**src/rtl/cfg_boot_pkg.sv**
```systemverilog
package cfg_boot_pkg;
  localparam logic [7:0] UNLOCK_CODE = 8'h73;
  localparam int         PROG_BIT    = 7;
  localparam int         ID_WORDS    = 8;
  localparam logic [3:0] CFG_WORD    = 4'hE;
  localparam logic [3:0] CODE_WORD   = 4'hF;
  localparam int         FRAME_BITS  = 23;

  typedef enum logic [1:0] {LD_IDLE, LD_ISSUE, LD_WAIT} ld_state_t;
  typedef enum logic [1:0] {SR_IDLE, SR_RUN, SR_GAP} sr_state_t;
endpackage

```
**src/rtl/rst_qualifier.sv**
```systemverilog
module rst_qualifier #(
  parameter int SHORT_CYC = 13,
  parameter int LONG_CYC  = 1_000_000
) (
  input  logic clk,
  input  logic rst,
  input  logic bus_rst,
  output logic io_inactive,
  output logic por_release
);
  localparam int CW = $clog2(LONG_CYC + 1);
  localparam logic [CW-1:0] SHORT_V = CW'(SHORT_CYC);
  localparam logic [CW-1:0] LONG_V  = CW'(LONG_CYC);

  logic [CW-1:0] cnt, cnt_nxt;
  logic          regload;

  assign cnt_nxt = (cnt == LONG_V) ? cnt : cnt + 1'b1;

  always_ff @(posedge clk) begin
    if (rst) begin
      cnt         <= '0;
      regload     <= 1'b0;
      io_inactive <= 1'b0;
      por_release <= 1'b0;
    end else begin
      por_release <= 1'b0;
      if (bus_rst) begin
        cnt         <= cnt_nxt;
        io_inactive <= (cnt_nxt >= SHORT_V);
        if (cnt_nxt == LONG_V) regload <= 1'b1;
      end else begin
        cnt         <= '0;
        io_inactive <= 1'b0;
        if (regload) begin
          por_release <= 1'b1;
          regload     <= 1'b0;
        end
      end
    end
  end
endmodule

```
**src/rtl/ee_word_reader.sv**
```systemverilog
module ee_word_reader
  import cfg_boot_pkg::*;
#(
  parameter int SK_DIV = 8
) (
  input  logic        clk,
  input  logic        rst,
  input  logic        start,
  input  logic [3:0]  addr,
  input  logic        ser_do,
  output logic        cs,
  output logic        sk,
  output logic        di,
  output logic        done,
  output logic [15:0] word
);
  localparam int DW = (SK_DIV > 1) ? $clog2(SK_DIV) : 1;
  localparam logic [DW-1:0] DIV_LAST = DW'(SK_DIV - 1);
  localparam logic [4:0]    LAST_BIT = 5'(FRAME_BITS - 1);

  sr_state_t     st;
  logic [DW-1:0] div;
  logic          tick, ph;
  logic [4:0]    idx;
  logic [6:0]    hdr_sh;

  assign tick = (div == DIV_LAST);

  always_ff @(posedge clk) begin
    if (rst) begin
      st <= SR_IDLE; div <= '0; ph <= 1'b0; idx <= '0; hdr_sh <= '0;
      cs <= 1'b0; sk <= 1'b0; di <= 1'b0; done <= 1'b0; word <= '0;
    end else begin
      done <= 1'b0;
      case (st)
        SR_IDLE: begin
          div <= '0;
          if (start) begin
            st     <= SR_RUN;
            cs     <= 1'b1;
            sk     <= 1'b0;
            di     <= 1'b1;
            hdr_sh <= {2'b10, addr, 1'b0};
            idx    <= '0;
            ph     <= 1'b0;
          end
        end
        SR_RUN: begin
          if (tick) begin
            div <= '0;
            if (!ph) begin
              sk <= 1'b1;
              ph <= 1'b1;
            end else begin
              sk <= 1'b0;
              ph <= 1'b0;
              if (idx >= 5'd7) word <= {word[14:0], ser_do};
              if (idx == LAST_BIT) begin
                st <= SR_GAP;
                cs <= 1'b0;
                di <= 1'b0;
              end else begin
                idx    <= idx + 1'b1;
                di     <= hdr_sh[6];
                hdr_sh <= {hdr_sh[5:0], 1'b0};
              end
            end
          end else begin
            div <= div + 1'b1;
          end
        end
        default: begin
          if (tick) begin
            div  <= '0;
            done <= 1'b1;
            st   <= SR_IDLE;
          end else begin
            div <= div + 1'b1;
          end
        end
      endcase
    end
  end
endmodule

```
**src/rtl/id_store.sv**
```systemverilog
module id_store #(
  parameter int WORDS = 8,
  localparam int AW = (WORDS > 1) ? $clog2(WORDS) : 1
) (
  input  logic          clk,
  input  logic          we,
  input  logic [AW-1:0] waddr,
  input  logic [15:0]   wdata,
  input  logic [AW-1:0] raddr,
  input  logic          rsel_hi,
  output logic [7:0]    rdata
);
  logic [7:0] bank_q [2];
  logic       sel_q;

  for (genvar b = 0; b < 2; b++) begin : g_bank
    logic [7:0] mem [WORDS];
    always_ff @(posedge clk) begin
      if (we) mem[waddr] <= wdata[8*b +: 8];
      bank_q[b] <= mem[raddr];
    end
  end

  always_ff @(posedge clk) sel_q <= rsel_hi;

  assign rdata = sel_q ? bank_q[1] : bank_q[0];
endmodule

```
**src/rtl/cfg_boot_loader.sv**
```systemverilog
module cfg_boot_loader
  import cfg_boot_pkg::*;
#(
  parameter int SHORT_CYC = 13,
  parameter int LONG_CYC  = 1_000_000,
  parameter int SK_DIV    = 8
) (
  input  logic        clk,
  input  logic        rst,
  input  logic        bus_rst,
  input  logic [7:0]  strap_a,
  input  logic [7:0]  strap_b,
  input  logic [7:0]  strap_c,
  input  logic        strap_wide,
  input  logic        strap_eecfg,
  input  logic [2:0]  strap_sig,
  input  logic        ee_do,
  input  logic        host_wr,
  input  logic [15:0] host_wdata,
  input  logic [4:0]  id_rd_addr,
  output logic        io_inactive,
  output logic        busy,
  output logic [7:0]  cfg_a,
  output logic [7:0]  cfg_b,
  output logic [7:0]  cfg_c,
  output logic        bus_wide,
  output logic        cfg_from_ee,
  output logic [2:0]  sig_hi,
  output logic        prog_en,
  output logic        ee_cs,
  output logic        ee_sk,
  output logic        ee_di,
  output logic [7:0]  id_rd_data
);
  localparam int IAW = $clog2(ID_WORDS);
  localparam logic [3:0] LAST_ID = 4'(ID_WORDS - 1);

  logic        por_release;
  ld_state_t   ld_st;
  logic [3:0]  wa;
  logic        rd_start, rd_done, rd_cs, rd_sk, rd_di;
  logic [15:0] rd_word;
  logic        id_we;
  logic        sess, bb_cs, bb_sk, bb_di, bb_ok;
  logic        unused_wdata;

  assign unused_wdata = ^{host_wdata[15:4], host_wdata[0]};

  rst_qualifier #(.SHORT_CYC(SHORT_CYC), .LONG_CYC(LONG_CYC)) u_rstq (
    .clk(clk), .rst(rst), .bus_rst(bus_rst),
    .io_inactive(io_inactive), .por_release(por_release)
  );

  assign rd_start = (ld_st == LD_ISSUE);

  ee_word_reader #(.SK_DIV(SK_DIV)) u_rd (
    .clk(clk), .rst(rst), .start(rd_start), .addr(wa), .ser_do(ee_do),
    .cs(rd_cs), .sk(rd_sk), .di(rd_di), .done(rd_done), .word(rd_word)
  );

  assign id_we = (ld_st == LD_WAIT) && rd_done && !wa[3];

  id_store #(.WORDS(ID_WORDS)) u_id (
    .clk(clk), .we(id_we), .waddr(wa[IAW-1:0]), .wdata(rd_word),
    .raddr(id_rd_addr[IAW+1:2]), .rsel_hi(id_rd_addr[1]), .rdata(id_rd_data)
  );

  always_ff @(posedge clk) begin
    if (rst) begin
      ld_st <= LD_IDLE; wa <= '0; busy <= 1'b0;
      cfg_a <= '0; cfg_b <= '0; cfg_c <= '0;
      bus_wide <= 1'b0; cfg_from_ee <= 1'b0; sig_hi <= '0; prog_en <= 1'b0;
    end else if (por_release) begin
      cfg_a       <= strap_a;
      cfg_b       <= strap_b;
      cfg_c       <= strap_c;
      bus_wide    <= strap_wide;
      cfg_from_ee <= strap_eecfg;
      sig_hi      <= strap_sig;
      busy        <= 1'b1;
      wa          <= strap_eecfg ? CFG_WORD : CODE_WORD;
      ld_st       <= LD_ISSUE;
    end else begin
      case (ld_st)
        LD_ISSUE: ld_st <= LD_WAIT;
        LD_WAIT: if (rd_done) begin
          if (wa == CFG_WORD) begin
            cfg_a <= rd_word[7:0];
            cfg_b <= rd_word[15:8];
          end
          if (wa == CODE_WORD) begin
            prog_en <= (rd_word[15:8] != UNLOCK_CODE);
            if (cfg_from_ee) cfg_c <= rd_word[7:0];
          end
          if (wa == CODE_WORD) begin
            wa    <= '0;
            ld_st <= LD_ISSUE;
          end else if (wa == LAST_ID) begin
            ld_st <= LD_IDLE;
            busy  <= 1'b0;
          end else begin
            wa    <= wa + 1'b1;
            ld_st <= LD_ISSUE;
          end
        end
        default: ld_st <= LD_IDLE;
      endcase
    end
  end

  assign bb_ok = host_wr && !busy && !io_inactive && prog_en && cfg_b[PROG_BIT];

  always_ff @(posedge clk) begin
    if (rst || por_release) begin
      sess <= 1'b0; bb_cs <= 1'b0; bb_sk <= 1'b0; bb_di <= 1'b0;
    end else if (bb_ok) begin
      sess  <= 1'b1;
      bb_cs <= host_wdata[3];
      bb_sk <= host_wdata[2];
      bb_di <= host_wdata[1];
    end
  end

  assign ee_cs = sess ? bb_cs : rd_cs;
  assign ee_sk = sess ? bb_sk : rd_sk;
  assign ee_di = sess ? bb_di : rd_di;
endmodule

```
**config.mk**
```make
export PLATFORM = sky130hd
export DESIGN_NAME = cfg_boot_loader
export DESIGN_NICKNAME = d
export VERILOG_FILES = /design/src/rtl/cfg_boot_pkg.sv /design/src/rtl/rst_qualifier.sv /design/src/rtl/ee_word_reader.sv /design/src/rtl/id_store.sv /design/src/rtl/cfg_boot_loader.sv
export SDC_FILE = /design/constraint.sdc
export NUM_CORES = 1
export LEC_CHECK = 0
export BUFFER_PORTS_ARGS = -buffer_cell sky130_fd_sc_hd__buf_4
export CORE_UTILIZATION = 40
export DETAILED_ROUTE_END_ITERATION = 7
export SYNTH_ARGS = -nofsm -noshare
export SYNTH_HDL_FRONTEND = slang
export SYNTH_HIERARCHICAL = 1
export SYNTH_SLANG_ARGS = --single-unit
export TNS_END_PERCENT = 10
```
**constraint.sdc**
```tcl
create_clock -name clk -period 4 [get_ports clk]
set_input_delay 0.8 -clock clk [delete_from_list [all_inputs] [get_ports clk]]
set_output_delay 0.8 -clock clk [all_outputs]
set_load 0.01 [all_outputs]
```
==> summary.md <==
| Metric | Value |
|---|---|
| Global-route wire length before repair | `about 36000 microns` |
| Max Fclk | `408 MHz` |
| GR Util met1 | `a little under a quarter` |
| Overall power | `approximately 5.3 mW` |
| Status | `completed` |
| #FFs+latches synth | `roughly 250` |
| Main synth FF type | `edfxtp_1` |
| DIE WIDTH | `164 microns` |
| Post-CTS Hold Fix Bufs | `0` |
| Share of post-route cells with drive strength above 1 | `22.4%` |
| WL/cell | `18.9 microns` |
| Max-cap violations | `0` |
| Syn avg cell area | `13.5 sq um` |
| Worst-case clock buffer depth | `3` |
| # DRC | `0` |
| DRT Wirelength | `22600 microns` |
| GRT busiest layer | `met2` |
| Sequential share of power | `between 50% and 60%` |
| Critical Path AT | `around 1.7 ns` |
| Post-synthesis sequential area ratio | `roughly three fifths` |
| PostCTS Resize Cnt | `0` |
| Pin count of the biggest net entering global routing | `80` |
| Most common cell after layout, fill and taps aside | `edfxtp_1` |
| Area Growth Syn to Fin | `16.2%` |
| Cells after synthesis | `~780` |
| Die Area | `approximately 27000 sq um` |
| P_int | `4.22 mW` |
| Synth Area in Simple Gates | `12.6%` |
| Combinational share of power | `under 10%` |
| Worst Setup Path Type | `flop to output pin` |
| TNS Setup | `0 ns` |
| Sw Ratio | `20.0%` |
| Adder-Cell Fraction of Synth Area | `about 1.2%` |
| Peak supply drop | `0.242 mV` |
| Mux share of post-synthesis cell area | `13.4%` |
| GRT overflow | `0` |
| Power density over cell area | `432 nW/um^2` |
| IO Port Bufs | `a little over 80` |
| Number of global-route vias before repair | `~6500` |
| DR vias/cell | `between 5 and 6` |
| Fillers | `2277` |
| IO Count | `98` |
| Leakage | `4.48 nW` |
| CP Max Fanout | `8` |
| Period utilisation layout | `slightly above 60%` |
| Final worst path period need | `2.45 ns` |
| Initial antenna violation count | `0` |
| Clock power frac | `~47%` |
| Mapped Area | `~11000 sq um` |
| Final ANT Viol Nets | `0` |
| Worst EP required | `between 3 and 4 ns` |
| Starting DRT DRC Count | `469` |
| Met2 GRT Util | `27.3%` |
| Met3 Usage GRT | `under 10%` |
| # setup viols final | `0` |
| Yosys cell types | `72` |
| Main combinational cell family by area after synthesis | `multiplexers` |
| Asr flop ratio synth | `0%` |
| Hold Vio Cnt, Final | `0` |
| 1st-pass router iterations | `4` |
| Hold Path Class | `input port to flop` |
| Die H | `164 microns` |
| Num CTS Buffers | `26` |
| Initial Util | `41.3%` |
| EDFF count, synth | `128` |
| CTS tree | `done` |
| Unrepaired setup endpoints after global routing | `no` |
| Setup crit end kind | `output pin` |
| Post-CTS setup buffers | `0` |
| Tot GR Track Use | `17.0%` |
| Max-slew violations | `0` |
| P_sw | `~1.1 mW` |
| Mapped Nets | `between 800 and 900` |
| Root cell of the clock tree | `clkbuf_16` |
| Slew of the pin with the lowest slew margin | `1.06 ns` |
| Worst clock skew | `0.00805 ns` |
| N_diodes | `0` |
| HPWL after detailed placement | `14000 microns` |
| Rows | `58` |
| Syn. warnings | `6` |
| Rel. slew slack | `28.8%` |
| Core area | `25500 sq um` |
| Placed cell areas | `between 10000 and 15000 sq um` |
| Most frequent cells in the layout | `edfxtp_1, dfxtp_1, buf_4` |
| Reg clk slew, reported paths | `0.06 ns` |
| Vias | `6480` |
| Worst setup SP type | `flop` |
| H-tree levels | `1` |
| Final Wtd Congestion | `0.812` |
| Post-route cell area | `12200 sq um` |
| Clock Sinks | `245` |
| Worst-Skew Late Latency | `0.52 ns` |
| Compound-Gate Fraction of Synth Area | `between 8 and 9%` |
| Final nets | `912` |
| Synth Area in XOR/XNOR | `around 1.7%` |
cells by family (layout without fill, tap and decap cells):
| group | Yosys count | count (layout) |
|---|---|---|
| buffers and inverters | 69 | 157 |
| XOR/XNOR | 21 | 21 |
| adder cells (fa/ha/maj) | 10 | 10 |
| AO/OA/AOI/OAI | 110 | 110 |
| multiplexers | 87 | 87 |
| flip-flops | 245 | 245 |
| AND/OR/NAND/NOR | 237 | 237 |
worst max-delay path, cell delays in order, from the launching register on:
cell     delay, ns
dfxtp_1       0.56
mux2_2        0.42
buf_4         0.15
power by group through the flow:
stage	sequential, mW	clock, mW	combinational (mW)
floorplan	2.69	0	0.109
global placement	2.70	0	0.162
detailed placement	2.70	0	0.163
CTS	2.65	2.52	0.164
global route	2.65	2.62	0.175
finish	2.65	2.47	0.160
state kept, by name (all words and copies together) (netlist names), 2 cells and up:
| signal | count |
|---|---|
| cfg_a | 8 |
| cfg_b | 8 |
| cfg_c | 8 |
| ld_st | 2 |
| sig_hi | 3 |
| u_id/bank_q | 16 |
| u_id/g_bank.mem | 128 |
| u_rd/div | 3 |
| u_rd/hdr_sh | 6 |
| u_rd/idx | 5 |
| u_rd/st | 2 |
| u_rd/word | 16 |
| u_rstq/cnt | 20 |
| wa | 4 |
through the flow:
stage / instances / worst slack [ns] / hold WS (ns) / util [%]
after floorplan: 779 / 1.60 / 0.407 / -
after global routing: 1197 / 1.38 / 0.363 / 48.0
after CTS: 1197 / 1.54 / 0.367 / 48.0
after global placement: 1149 / 1.40 / 0.423 / 44.5
after detailed placement: 1149 / 1.39 / 0.430 / 44.5
final: 1197 / 1.55 / 0.384 / 48.0
cells in the mapped netlist, types with 4 or more instances:
cell / instances / area, sq um
mux4_1: 28 / 736
a31oi_1: 5 / 31.3
nor3_1: 12 / 60.1
mux4_2: 4 / 90.1
ha_1: 10 / 125
nor2b_1: 6 / 37.5
a311oi_1: 6 / 52.6
o21ai_0: 8 / 40.0
nand2_1: 22 / 82.6
a2111oi_2: 14 / 210
inv_1: 18 / 67.6
nand3_1: 24 / 120
and2_1: 5 / 31.3
mux2i_1: 27 / 270
a21oi_1: 25 / 125
nand4_1: 7 / 43.8
dfxtp_1: 117 / 2340
a211oi_1: 23 / 173
buf_4: 4 / 30.0
nand2b_1: 27 / 169
nor2_1: 83 / 312
xnor2_1: 11 / 96.3
mux2_2: 28 / 315
nand4b_1: 4 / 35.0
nor4_1: 6 / 37.5
edfxtp_1: 128 / 3840
o311a_1: 8 / 80.1
buf_6: 9 / 101
xor2_1: 10 / 87.6
clkbuf_1: 20 / 75.1
buf_2: 11 / 55.1
buf_1: 4 / 15.0
and4_1: 6 / 52.6
worst paths after layout:
path / cells after the start / slack (ns) / to / start
setup / recovery: 2 / 1.55 / id_rd_data[6] / u_id/sel_q
setup reg to reg: 6 / 1.60 / u_rstq/io_inactive / u_rstq/cnt[2]
hold / removal: 1 / 0.38 / u_id/sel_q / id_rd_addr[1]
hold reg to reg: 1 / 0.43 / u_rd/div[0] / u_rd/div[0]
metal layers:
metal | up-vias | wire (microns)
met5 | - | 0
met4 | 0 | 333
met2 | 132 | 10400
met3 | 23 | 1040
met1 | 3200 | 10800
li1 | 3125 | -
area by class of cell:
class                   count  area (sq um)  share of cell area (%)
repair buffers             91           683                    5.59
flip-flops and latches    245          6190                    50.6
well taps                 330           413                    3.38
inverters                  18          67.6                   0.553
clock inverters            16           176                    1.44
clock buffers              32           704                    5.76
multi-input cells         465          3990                    32.6
Note: power is estimated with default switching activity, not from simulation.
